## config.mk

```make
export PLATFORM = sky130hd
export DESIGN_NAME = clkdiv_setting_calc
export DESIGN_NICKNAME = d
export VERILOG_FILES = /design/src/rtl/clkcalc_pkg.sv /design/src/rtl/cc_shift_divider.sv /design/src/rtl/cc_normalise.sv /design/src/rtl/clkdiv_setting_calc.sv
export SDC_FILE = /design/constraint.sdc
export NUM_CORES = 1
export LEC_CHECK = 0
export BUFFER_PORTS_ARGS = -buffer_cell sky130_fd_sc_hd__buf_2
export CAP_MARGIN = 25
export CORE_UTILIZATION = 40
export DETAILED_ROUTE_END_ITERATION = 10
export SLEW_MARGIN = 25
export SYNTH_ARGS = -nofsm -noshare
export SYNTH_HDL_FRONTEND = slang
export SYNTH_SLANG_ARGS = --single-unit
```

## constraint.sdc

```tcl
create_clock -name clk -period 3.8 [get_ports clk]
set_clock_uncertainty 0.15 [all_clocks]
set_input_delay 0.57 -clock clk [delete_from_list [all_inputs] [get_ports clk]]
set_output_delay 0.57 -clock clk [all_outputs]
set_load 0.02 [all_outputs]
```

## src/rtl/clkcalc_pkg.sv

```systemverilog
package clkcalc_pkg;
    typedef enum logic {
        CC_IDLE = 1'b0,
        CC_RUN  = 1'b1
    } cc_state_e;
endpackage

```

## src/rtl/cc_shift_divider.sv

```systemverilog
module cc_shift_divider #(
    parameter int W = 32
) (
    input  logic         clk,
    input  logic         rst_n,
    input  logic         load,
    input  logic [W-1:0] dividend,
    input  logic [W-1:0] divisor,
    output logic         busy,
    output logic         valid,
    output logic [W-1:0] quotient
);
    localparam int CW = $clog2(W + 1);

    typedef struct packed {
        logic          busy;
        logic          valid;
        logic [CW-1:0] cnt;
        logic [W:0]    rem;
        logic [W-1:0]  quo;
        logic [W-1:0]  dvs;
    } dv_t;

    dv_t cur_q, nxt_d;
    logic [W:0] trial_d;

    always_comb begin
        nxt_d       = cur_q;
        nxt_d.valid = 1'b0;
        trial_d     = {cur_q.rem[W-1:0], cur_q.quo[W-1]};
        if (load) begin
            nxt_d.busy = 1'b1;
            nxt_d.cnt  = CW'(W);
            nxt_d.rem  = '0;
            nxt_d.quo  = dividend;
            nxt_d.dvs  = divisor;
        end else if (cur_q.busy) begin
            if (trial_d >= {1'b0, cur_q.dvs}) begin
                nxt_d.rem = trial_d - {1'b0, cur_q.dvs};
                nxt_d.quo = {cur_q.quo[W-2:0], 1'b1};
            end else begin
                nxt_d.rem = trial_d;
                nxt_d.quo = {cur_q.quo[W-2:0], 1'b0};
            end
            nxt_d.cnt = cur_q.cnt - CW'(1);
            if (cur_q.cnt == CW'(1)) begin
                nxt_d.busy  = 1'b0;
                nxt_d.valid = 1'b1;
            end
        end
    end

    always_ff @(posedge clk or negedge rst_n) begin
        if (!rst_n) cur_q <= '0;
        else        cur_q <= nxt_d;
    end

    assign busy     = cur_q.busy;
    assign valid    = cur_q.valid;
    assign quotient = cur_q.quo;

    // the controller never reloads a running division
    p_no_reload_r10: assert property (@(posedge clk) disable iff (!rst_n)
        load |-> !busy);
    // a zero target never reaches the divider
    p_nonzero_divisor_r3: assert property (@(posedge clk) disable iff (!rst_n)
        load |-> (divisor != '0));
    // a result only follows a running division
    p_valid_after_run_r4: assert property (@(posedge clk) disable iff (!rst_n)
        valid |-> $past(busy));
endmodule

```

## src/rtl/cc_normalise.sv

```systemverilog
module cc_normalise #(
    parameter int W      = 32,
    parameter int MANT_W = 4,
    parameter int EXP_W  = 4
) (
    input  logic [W-1:0]      q,
    output logic [MANT_W-1:0] pre,
    output logic [EXP_W-1:0]  post,
    output logic              overflow
);
    localparam int NW = $clog2(W + 1);

    logic [NW-1:0] msb_pos;
    logic [NW-1:0] shift_amt;
    logic [W-1:0]  shifted;

    always_comb begin
        msb_pos = '0;
        for (int i = 0; i < W; i++) begin
            if (q[i]) msb_pos = NW'(i + 1);
        end
    end

    always_comb begin
        pre       = '0;
        post      = '0;
        overflow  = 1'b0;
        shift_amt = '0;
        shifted   = q;
        if (int'(msb_pos) <= MANT_W) begin
            pre = q[MANT_W-1:0];
        end else begin
            shift_amt = msb_pos - NW'(MANT_W);
            if (int'(shift_amt) >= (1 << EXP_W)) begin
                overflow = 1'b1;
            end else begin
                shifted = q >> shift_amt;
                pre     = shifted[MANT_W-1:0];
                post    = shift_amt[EXP_W-1:0];
            end
        end
    end
endmodule

```

## src/rtl/clkdiv_setting_calc.sv

```systemverilog
module clkdiv_setting_calc #(
    parameter int RATE_W = 32,
    parameter int MANT_W = 4,
    parameter int EXP_W  = 4
) (
    input  logic              clk,
    input  logic              rst_n,
    input  logic              start,
    input  logic [RATE_W-1:0] src_rate,
    input  logic [RATE_W-1:0] max_rate,
    output logic [MANT_W-1:0] pre_o,
    output logic [EXP_W-1:0]  post_o,
    output logic              done_o,
    output logic              err_o
);
    import clkcalc_pkg::*;

    localparam int XW = RATE_W + MANT_W + (1 << EXP_W);

    typedef struct packed {
        cc_state_e         state;
        logic [MANT_W-1:0] pre;
        logic [EXP_W-1:0]  post;
        logic              err;
        logic              done;
    } ctl_t;

    ctl_t cur_q, nxt_d;
    logic              load_d;
    logic              div_busy, div_valid;
    logic [RATE_W-1:0] quot;
    logic [MANT_W-1:0] norm_pre;
    logic [EXP_W-1:0]  norm_post;
    logic              norm_ovf;
    logic              accept;

    assign accept = start && (cur_q.state == CC_IDLE) && !cur_q.done;

    cc_shift_divider #(.W(RATE_W)) u_div (
        .clk      (clk),
        .rst_n    (rst_n),
        .load     (load_d),
        .dividend (src_rate - RATE_W'(1)),
        .divisor  (max_rate),
        .busy     (div_busy),
        .valid    (div_valid),
        .quotient (quot)
    );

    cc_normalise #(.W(RATE_W), .MANT_W(MANT_W), .EXP_W(EXP_W)) u_norm (
        .q        (quot),
        .pre      (norm_pre),
        .post     (norm_post),
        .overflow (norm_ovf)
    );

    always_comb begin
        nxt_d      = cur_q;
        nxt_d.done = 1'b0;
        load_d     = 1'b0;
        case (cur_q.state)
            CC_IDLE: begin
                if (accept) begin
                    if (max_rate == '0) begin
                        nxt_d.err  = 1'b1;
                        nxt_d.pre  = '0;
                        nxt_d.post = '0;
                        nxt_d.done = 1'b1;
                    end else if (src_rate <= max_rate) begin
                        nxt_d.err  = 1'b0;
                        nxt_d.pre  = '0;
                        nxt_d.post = '0;
                        nxt_d.done = 1'b1;
                    end else begin
                        load_d      = 1'b1;
                        nxt_d.state = CC_RUN;
                    end
                end
            end
            CC_RUN: begin
                if (div_valid) begin
                    nxt_d.pre   = norm_pre;
                    nxt_d.post  = norm_post;
                    nxt_d.err   = norm_ovf;
                    nxt_d.done  = 1'b1;
                    nxt_d.state = CC_IDLE;
                end
            end
            default: nxt_d.state = CC_IDLE;
        endcase
    end

    always_ff @(posedge clk or negedge rst_n) begin
        if (!rst_n) cur_q <= '{state: CC_IDLE, pre: '0, post: '0, err: 1'b0, done: 1'b0};
        else        cur_q <= nxt_d;
    end

    assign pre_o  = cur_q.pre;
    assign post_o = cur_q.post;
    assign err_o  = cur_q.err;
    assign done_o = cur_q.done;

    // fields only move together with a done pulse
    p_hold_fields_r11: assert property (@(posedge clk) disable iff (!rst_n)
        !done_o |-> $stable({pre_o, post_o, err_o}));
    // done lasts one cycle
    p_done_pulse_r9: assert property (@(posedge clk) disable iff (!rst_n)
        done_o |=> !done_o);
    // an error carries zero fields
    p_err_fields_r7: assert property (@(posedge clk) disable iff (!rst_n)
        err_o |-> (pre_o == '0 && post_o == '0));
    // zero target answers on the next edge with an error
    p_zero_target_r3: assert property (@(posedge clk) disable iff (!rst_n)
        (accept && max_rate == '0) |=> (done_o && err_o));
    // slow source answers on the next edge with zero fields
    p_slow_source_r2: assert property (@(posedge clk) disable iff (!rst_n)
        (accept && max_rate != '0 && src_rate <= max_rate)
        |=> (done_o && !err_o && pre_o == '0 && post_o == '0));
    // a normalised setting always covers the quotient
    p_ratio_cover_r8: assert property (@(posedge clk) disable iff (!rst_n)
        (div_valid && !norm_ovf)
        |-> (((XW'(norm_pre) + XW'(1)) << norm_post) > XW'(quot)));
    // the divider stays busy only while the controller runs
    p_busy_in_run_r10: assert property (@(posedge clk) disable iff (!rst_n)
        div_busy |-> (cur_q.state == CC_RUN));
endmodule

```

## After elaboration in Yosys (flattened, before gate mapping)

Index checks and enable logic that the tools add are counted.

- Latch bits: 0
- RAM bits: 0
- Flip-flop bits (word level): 115
- Memory bits (read-only): 0
- Output and inout bits: 10
- Memories kept: 0

- Shift operators: 1
- Reduce and logical (&&, ||, !) cells: 6
- Div/mod/pow operators: 0
- $lt $le $gt $ge: 4
- $mul: 0
- $add $sub $neg: 4
- Multiplexer cells: 53
- Bitwise logic cells: 1
- Eq/ne operators: 4

Operators by type and width:

| kind | number |
|---|---|
| two-way mux 5 bit | 16 |
| two-way mux 73 bit | 1 |
| two-way mux 71 bit | 1 |
| two-way mux 65 bit | 1 |
| two-way mux 4 bit | 12 |
| >= comparator 33 x 32 -> 1 bit | 1 |
| subtractor 33 x 32 -> 33 bit | 1 |
| less-or-equal comparator 32 bit | 1 |
| zero test 32 bit | 1 |
| right shift 32 x 6 -> 4 bit | 1 |
| subtractor 32 x 1 -> 32 bit, second input constant | 1 |
| two-way mux 11 bit | 2 |
| one-hot mux 11 bit (2 select lines) | 1 |
| two-way mux 10 bit | 2 |
| two-way mux 3 bit | 4 |
| two-way mux 1 bit | 9 |
| == test 6 x 1 -> 1 bit, second input constant | 1 |
| >= comparator 6 x 5 -> 1 bit, second input constant | 1 |
| less-or-equal comparator 6 x 3 -> 1 bit, second input constant | 1 |
| two-way mux 2 bit | 3 |
| two-way mux 6 bit | 1 |
| subtractor 6 x 1 -> 6 bit, second input constant | 1 |
| subtractor 6 x 3 -> 6 bit, second input constant | 1 |
| inequality test 3 x 1 -> 1 bit, second input constant | 1 |
| other kinds (7) | 8 |

## Depth between registers and ports, before layout

- Word-level depth: 38
- Depth in mapped cells: 14
- Mapped depth without buffers: 13

## Cells and area by module

A second synthesis with hierarchy kept.

- Cells, all modules: 1,130
- Area, all modules: 9,501.6 um2

Modules (own cells, without submodules):

| module | cells each | area an instance (um2) | sequential area each (um2) | instances |
|---|---|---|---|---|
| cc_shift_divider | 730 | 6,560.0 | 2,602.5 | 1 |
| clkdiv_setting_calc | 247 | 1,944.4 | 275.3 | 1 |
| cc_normalise | 153 | 997.2 | 0.0 | 1 |

## Worst setup path before layout

Ideal clock, no wire load.

- Path type: input to register
- Start: input src_rate[9]
- End: register u_div.cur_q (netlist bit u_div.quotient[31])
- Path slack: 0.508 ns
- Data required time: 3.576 ns
- Library setup time: 0.074 ns
- Buffers on the path: 2
- Stages: 10
- Data arrival time: 3.068 ns
- Path through: or4_4 -> or3_4 -> or4_4 -> buf_6 -> or4_4 -> buf_6 -> nor4_4 -> xor2_1 -> nand2_1 -> o21ai_2

- Cells in the longest elaborated chain, start to end: 6
- Elaborated cells between the ends (all ways): 8

Ends and longest elaborated chain:

| item | line | text |
|---|---|---|
| start, declared | clkdiv_setting_calc.sv:9 | `input logic [RATE_W-1:0] src_rate,` |
| less-or-equal comparator 32 bit | clkdiv_setting_calc.sv:69 | `end else if (src_rate <= max_rate) begin` |
| two-way mux 1 bit | clkdiv_setting_calc.sv:69 |  |
| two-way mux 1 bit | clkdiv_setting_calc.sv:64 | `if (max_rate == '0) begin` |
| two-way mux 1 bit | clkdiv_setting_calc.sv:63 | `if (accept) begin` |
| two-way mux 1 bit | clkdiv_setting_calc.sv:61 | `case (cur_q.state)` |
| two-way mux 71 bit / nonzero test 2 bit (equally long branches) | -- |  |
| end signal, assigned | cc_shift_divider.sv:55 | `else cur_q <= nxt_d;` |
| end, declared | cc_shift_divider.sv:24 | `dv_t cur_q, nxt_d;` |

Several ways; a longest one is shown, not always the timed one.
A chain may end at the register's enable or synchronous reset.

## Final worst setup path

- Start: register u_div.cur_q[72] (netlist bit)
- End: register u_div.cur_q[65] (netlist bit)

- Cells in the longest elaborated chain, start to end: 4

Ends and longest elaborated chain:

| item | line | text |
|---|---|---|
| >= comparator 33 x 32 -> 1 bit | cc_shift_divider.sv:38 | `if (trial_d >= {1'b0, cur_q.dvs}) begin` |
| two-way mux 65 bit | cc_shift_divider.sv:38 |  |
| two-way mux 73 bit | cc_shift_divider.sv:37 | `end else if (cur_q.busy) begin` |
| two-way mux 71 bit | cc_shift_divider.sv:31 | `if (load) begin` |

Every way passes these cells. The select of a mux whose other input is x is not followed.

==> impl_metrics.json <==
{
  "cts_setup_buffers": 0,
  "worst_slew_pin_slew_ns": 0.8046,
  "dp.final_hpwl_um": 19390,
  "vias_per_cell": 5.668,
  "cts_hold_buf": 0,
  "global_route.peak_usage_layer": "met1",
  "rr_worst_depth": 10,
  "max-vdd-ir-drop_uv": 520.4,
  "placed_cells": 1422,
  "hold_path.class": "input port to asynchronous set/reset pin",
  "synth_nets": 1234,
  "drtAntennaViolNets": 0,
  "core_area_mm2": 0.02209,
  "clock.fmax_mhz": 289.1,
  "syn_inst": 1097,
  "power_mw": 10.68,
  "hold_viol_final": 0,
  "setup_viol_count_final": 0,
  "die_h_um": 153.1,
  "maxSlewHeadroom": 0.4636,
  "postPlaceCellArea_mm2": 0.009847,
  "met3_usage": 0.03516,
  "cts_tree": "built",
  "drv_slew": 0,
  "fillers": 2162,
  "die_w_um": 153.1,
  "use_met1": 0.3398,
  "critPathMaxStageDelay_ns": 0.41,
  "reg2reg_setup_slack_ns": 0.34,
  "netlist-cell-type-count": 75,
  "synth_seq_cells": 115,
  "synth_area_per_cell_um2": 8.322,
  "first_pass_iters": 6,
  "worstPathMaxFanout": 16,
  "dr_total_vias": 8247,
  "track_usage": 0.2242,
  "synthArstFlopShare": 1.000,
  "reg2reg_from": "u_div.cur_q[72]",
  "grt_pass1_vias": 7746,
  "critPathRequiredTime_ns": 4.00,
  "pwr_density_cell_mw_per_mm2": 1019,
  "drive_above_1_share": 0.1397,
  "cts_resized": 0,
  "clock_latency_ns": 0.43,
  "arrival_ns": 3.66,
  "min_period_ns": 3.459,
  "first_iter_violations": 755,
  "rows": 54,
  "area_delta_synth_final_pct": 14.83,
  "final_net_count": 1298,
  "cap_viol_max_count": 0,
  "power_leakage_nw": 4.877,
  "rsz0062_at_grt": "false",
  "numCtsBuffers": 17,
  "crit_type": "flop to flop",
  "cp_cell_sequence": "ha_1 -> nand2_1 -> nor4_1 -> o21ai_0 -> a21boi_0 -> o21ai_1 -> o221ai_4 -> buf_4 -> mux2_2 -> a21oi_1",
  "drc": 0,
  "clockBufferDepth": 2,
  "final_area_mm2": 0.01048,
  "yosysSeqAreaShare": 0.3152,
  "critPathCaptureType": "flop",
  "cp.buffers_inverters": 1,
  "ys.flop_type": "dfrtp_1",
  "h-tree-depth": 4,
  "wl_per_cell_um": 17.60,
  "portBuffers": 76,
  "met2_usage": 0.3259,
  "clock-root-buffer": "clkbuf_16",
  "fin_hold_ws_ns": 0.07952,
  "grt_first_pass_wirelength_um": 41450,
  "drt-total-wl_um": 25610,
  "start_util": 0.4132,
  "status": "complete, no violations",
  "ioPinCount": 77,
  "worstReg2RegEnd": "u_div.cur_q[65]",
  "crit_slowest_cell": "ha_1",
  "start_kind": "flop",
  "clkTransAtPathRegs_ns": 0.06,
  "place.gp.congestion": 0.9028,
  "tns_ns": 0,
  "stdcell_count": 1455,
  "synth_edf_count": 0,
  "grt_max_degree": 60,
  "dieArea_mm2": 0.02343,
  "path_delay_family": "compound AO/OA/AOI/OAI gates",
  "antenna_found_initial": 1,
  "synth_area_mm2": 0.009129,
  "yosys_warnings": 0,
  "cts_sinks": 115,
  "post-route-period-util": 0.9102,
  "grt.overflow.total": 0
}
==> power breakdown <==
part	switching [mW]	leakage [nW]	total [mW]	internal, mW
sequential	0.632	1.36	2.50	1.87
combinational	3.62	3.22	6.43	2.82
clock	0.642	0.296	1.74	1.10
==> synthesized netlist by cell type (9+ instances only) <==
cell type	n	share of area
o21a_1	9	0.0074
nand4_1	17	0.012
nand2_1	84	0.035
o21ai_0	100	0.055
a21o_1	12	0.0099
or3_1	10	0.0069
inv_1	85	0.035
nand3_1	23	0.013
a31oi_1	9	0.0062
nor4_1	25	0.017
ha_1	69	0.095
dfrtp_1	115	0.32
mux2i_1	69	0.076
a211oi_1	9	0.0074
xor2_1	29	0.028
nor2_1	90	0.037
xnor2_1	26	0.025
clkbuf_1	34	0.014
o211ai_1	10	0.0082
nor3_1	41	0.022
a21oi_1	85	0.047
==> area by class of cell <==
type | count | area (µm²) | share of cell area
repair buffers | 101 | 608.1 | 0.05801
flip-flops and latches | 115 | 2882 | 0.2749
inverters | 85 | 319.1 | 0.03044
clock buffers | 17 | 425.4 | 0.04058
clock inverters | 15 | 207.7 | 0.01981
multi-input cells | 841 | 5688 | 0.5426
well taps | 280 | 350.3 | 0.03342
diodes | 1 | 2.502 | 0.0002387
==> state kept, by name, summed over array words and instances (netlist names) <==
signal / flops
u_div.cur_q: 70
cur_q: 1
done_o: 1
u_div.busy: 1
post_o: 4
pre_o: 4
u_div.valid: 1
u_div.quotient: 32
err_o: 1
==> stage by stage <==
stage,setup WS (ns),utilization
final,0.3411,0.4745
after global routing,0.08647,0.4743
after CTS,0.3812,0.4743
after detailed placement,0.3062,0.4457
after global placement,0.3348,0.4454
after floorplan,0.5080,-
==> worst max path at each step <==
stage                          from            endpoint  slack, ns  cells after the start
floorplan               src_rate[9]  u_div.quotient[31]       0.51                     10
CTS                 u_div.cur_q[73]     u_div.cur_q[65]       0.38                     10
global placement        src_rate[2]  u_div.quotient[31]       0.33                     10
detailed placement      src_rate[2]  u_div.quotient[31]       0.31                     10
global route        u_div.cur_q[73]     u_div.cur_q[65]       0.09                     10
finish              u_div.cur_q[72]     u_div.cur_q[65]       0.34                     10
==> worst register-to-register path: stages, from the launching register on <==
cell	delay (ns)
dfrtp_1	0.40
ha_1	0.41
nand2_1	0.16
nor4_1	0.27
o21ai_0	0.16
a21boi_0	0.39
o21ai_1	0.28
o221ai_4	0.31
buf_4	0.34
mux2_2	0.38
a21oi_1	0.14
==> layout by cell type (no fill, tap or decap), types with 23 or more instances in the layout <==
cell type,n
dfrtp_1,114
o21ai_0,100
nor2_1,90
inv_1,85
nand2_1,84
a21oi_1,84
buf_2,75
mux2i_1,69
ha_1,69
nor3_1,41
xor2_1,29
xnor2_1,26
nor4_1,25
nand3_1,23
buf_4,23
==> metal layers <==
layer	vias to the layer above	share of wire
li1	4100	-
met1	3916	0.53
met2	213	0.42
met3	16	0.045
met4	2	0.0095
met5	-	0.00051
==> logic make-up (layout without fill, tap and decap cells) <==
family | after synthesis | after routing | synth area share
compound gates | 297 | 297 | 0.1991
flops | 115 | 115 | 0.3152
mux | 77 | 77 | 0.08553
xor+xnor | 55 | 55 | 0.05277
simple gates | 342 | 342 | 0.1864
other cells | 0 | 1 | 0
buf+inv | 141 | 218 | 0.06414
fa+ha+maj | 70 | 70 | 0.09677
Power figures use the tool's default switching activity.
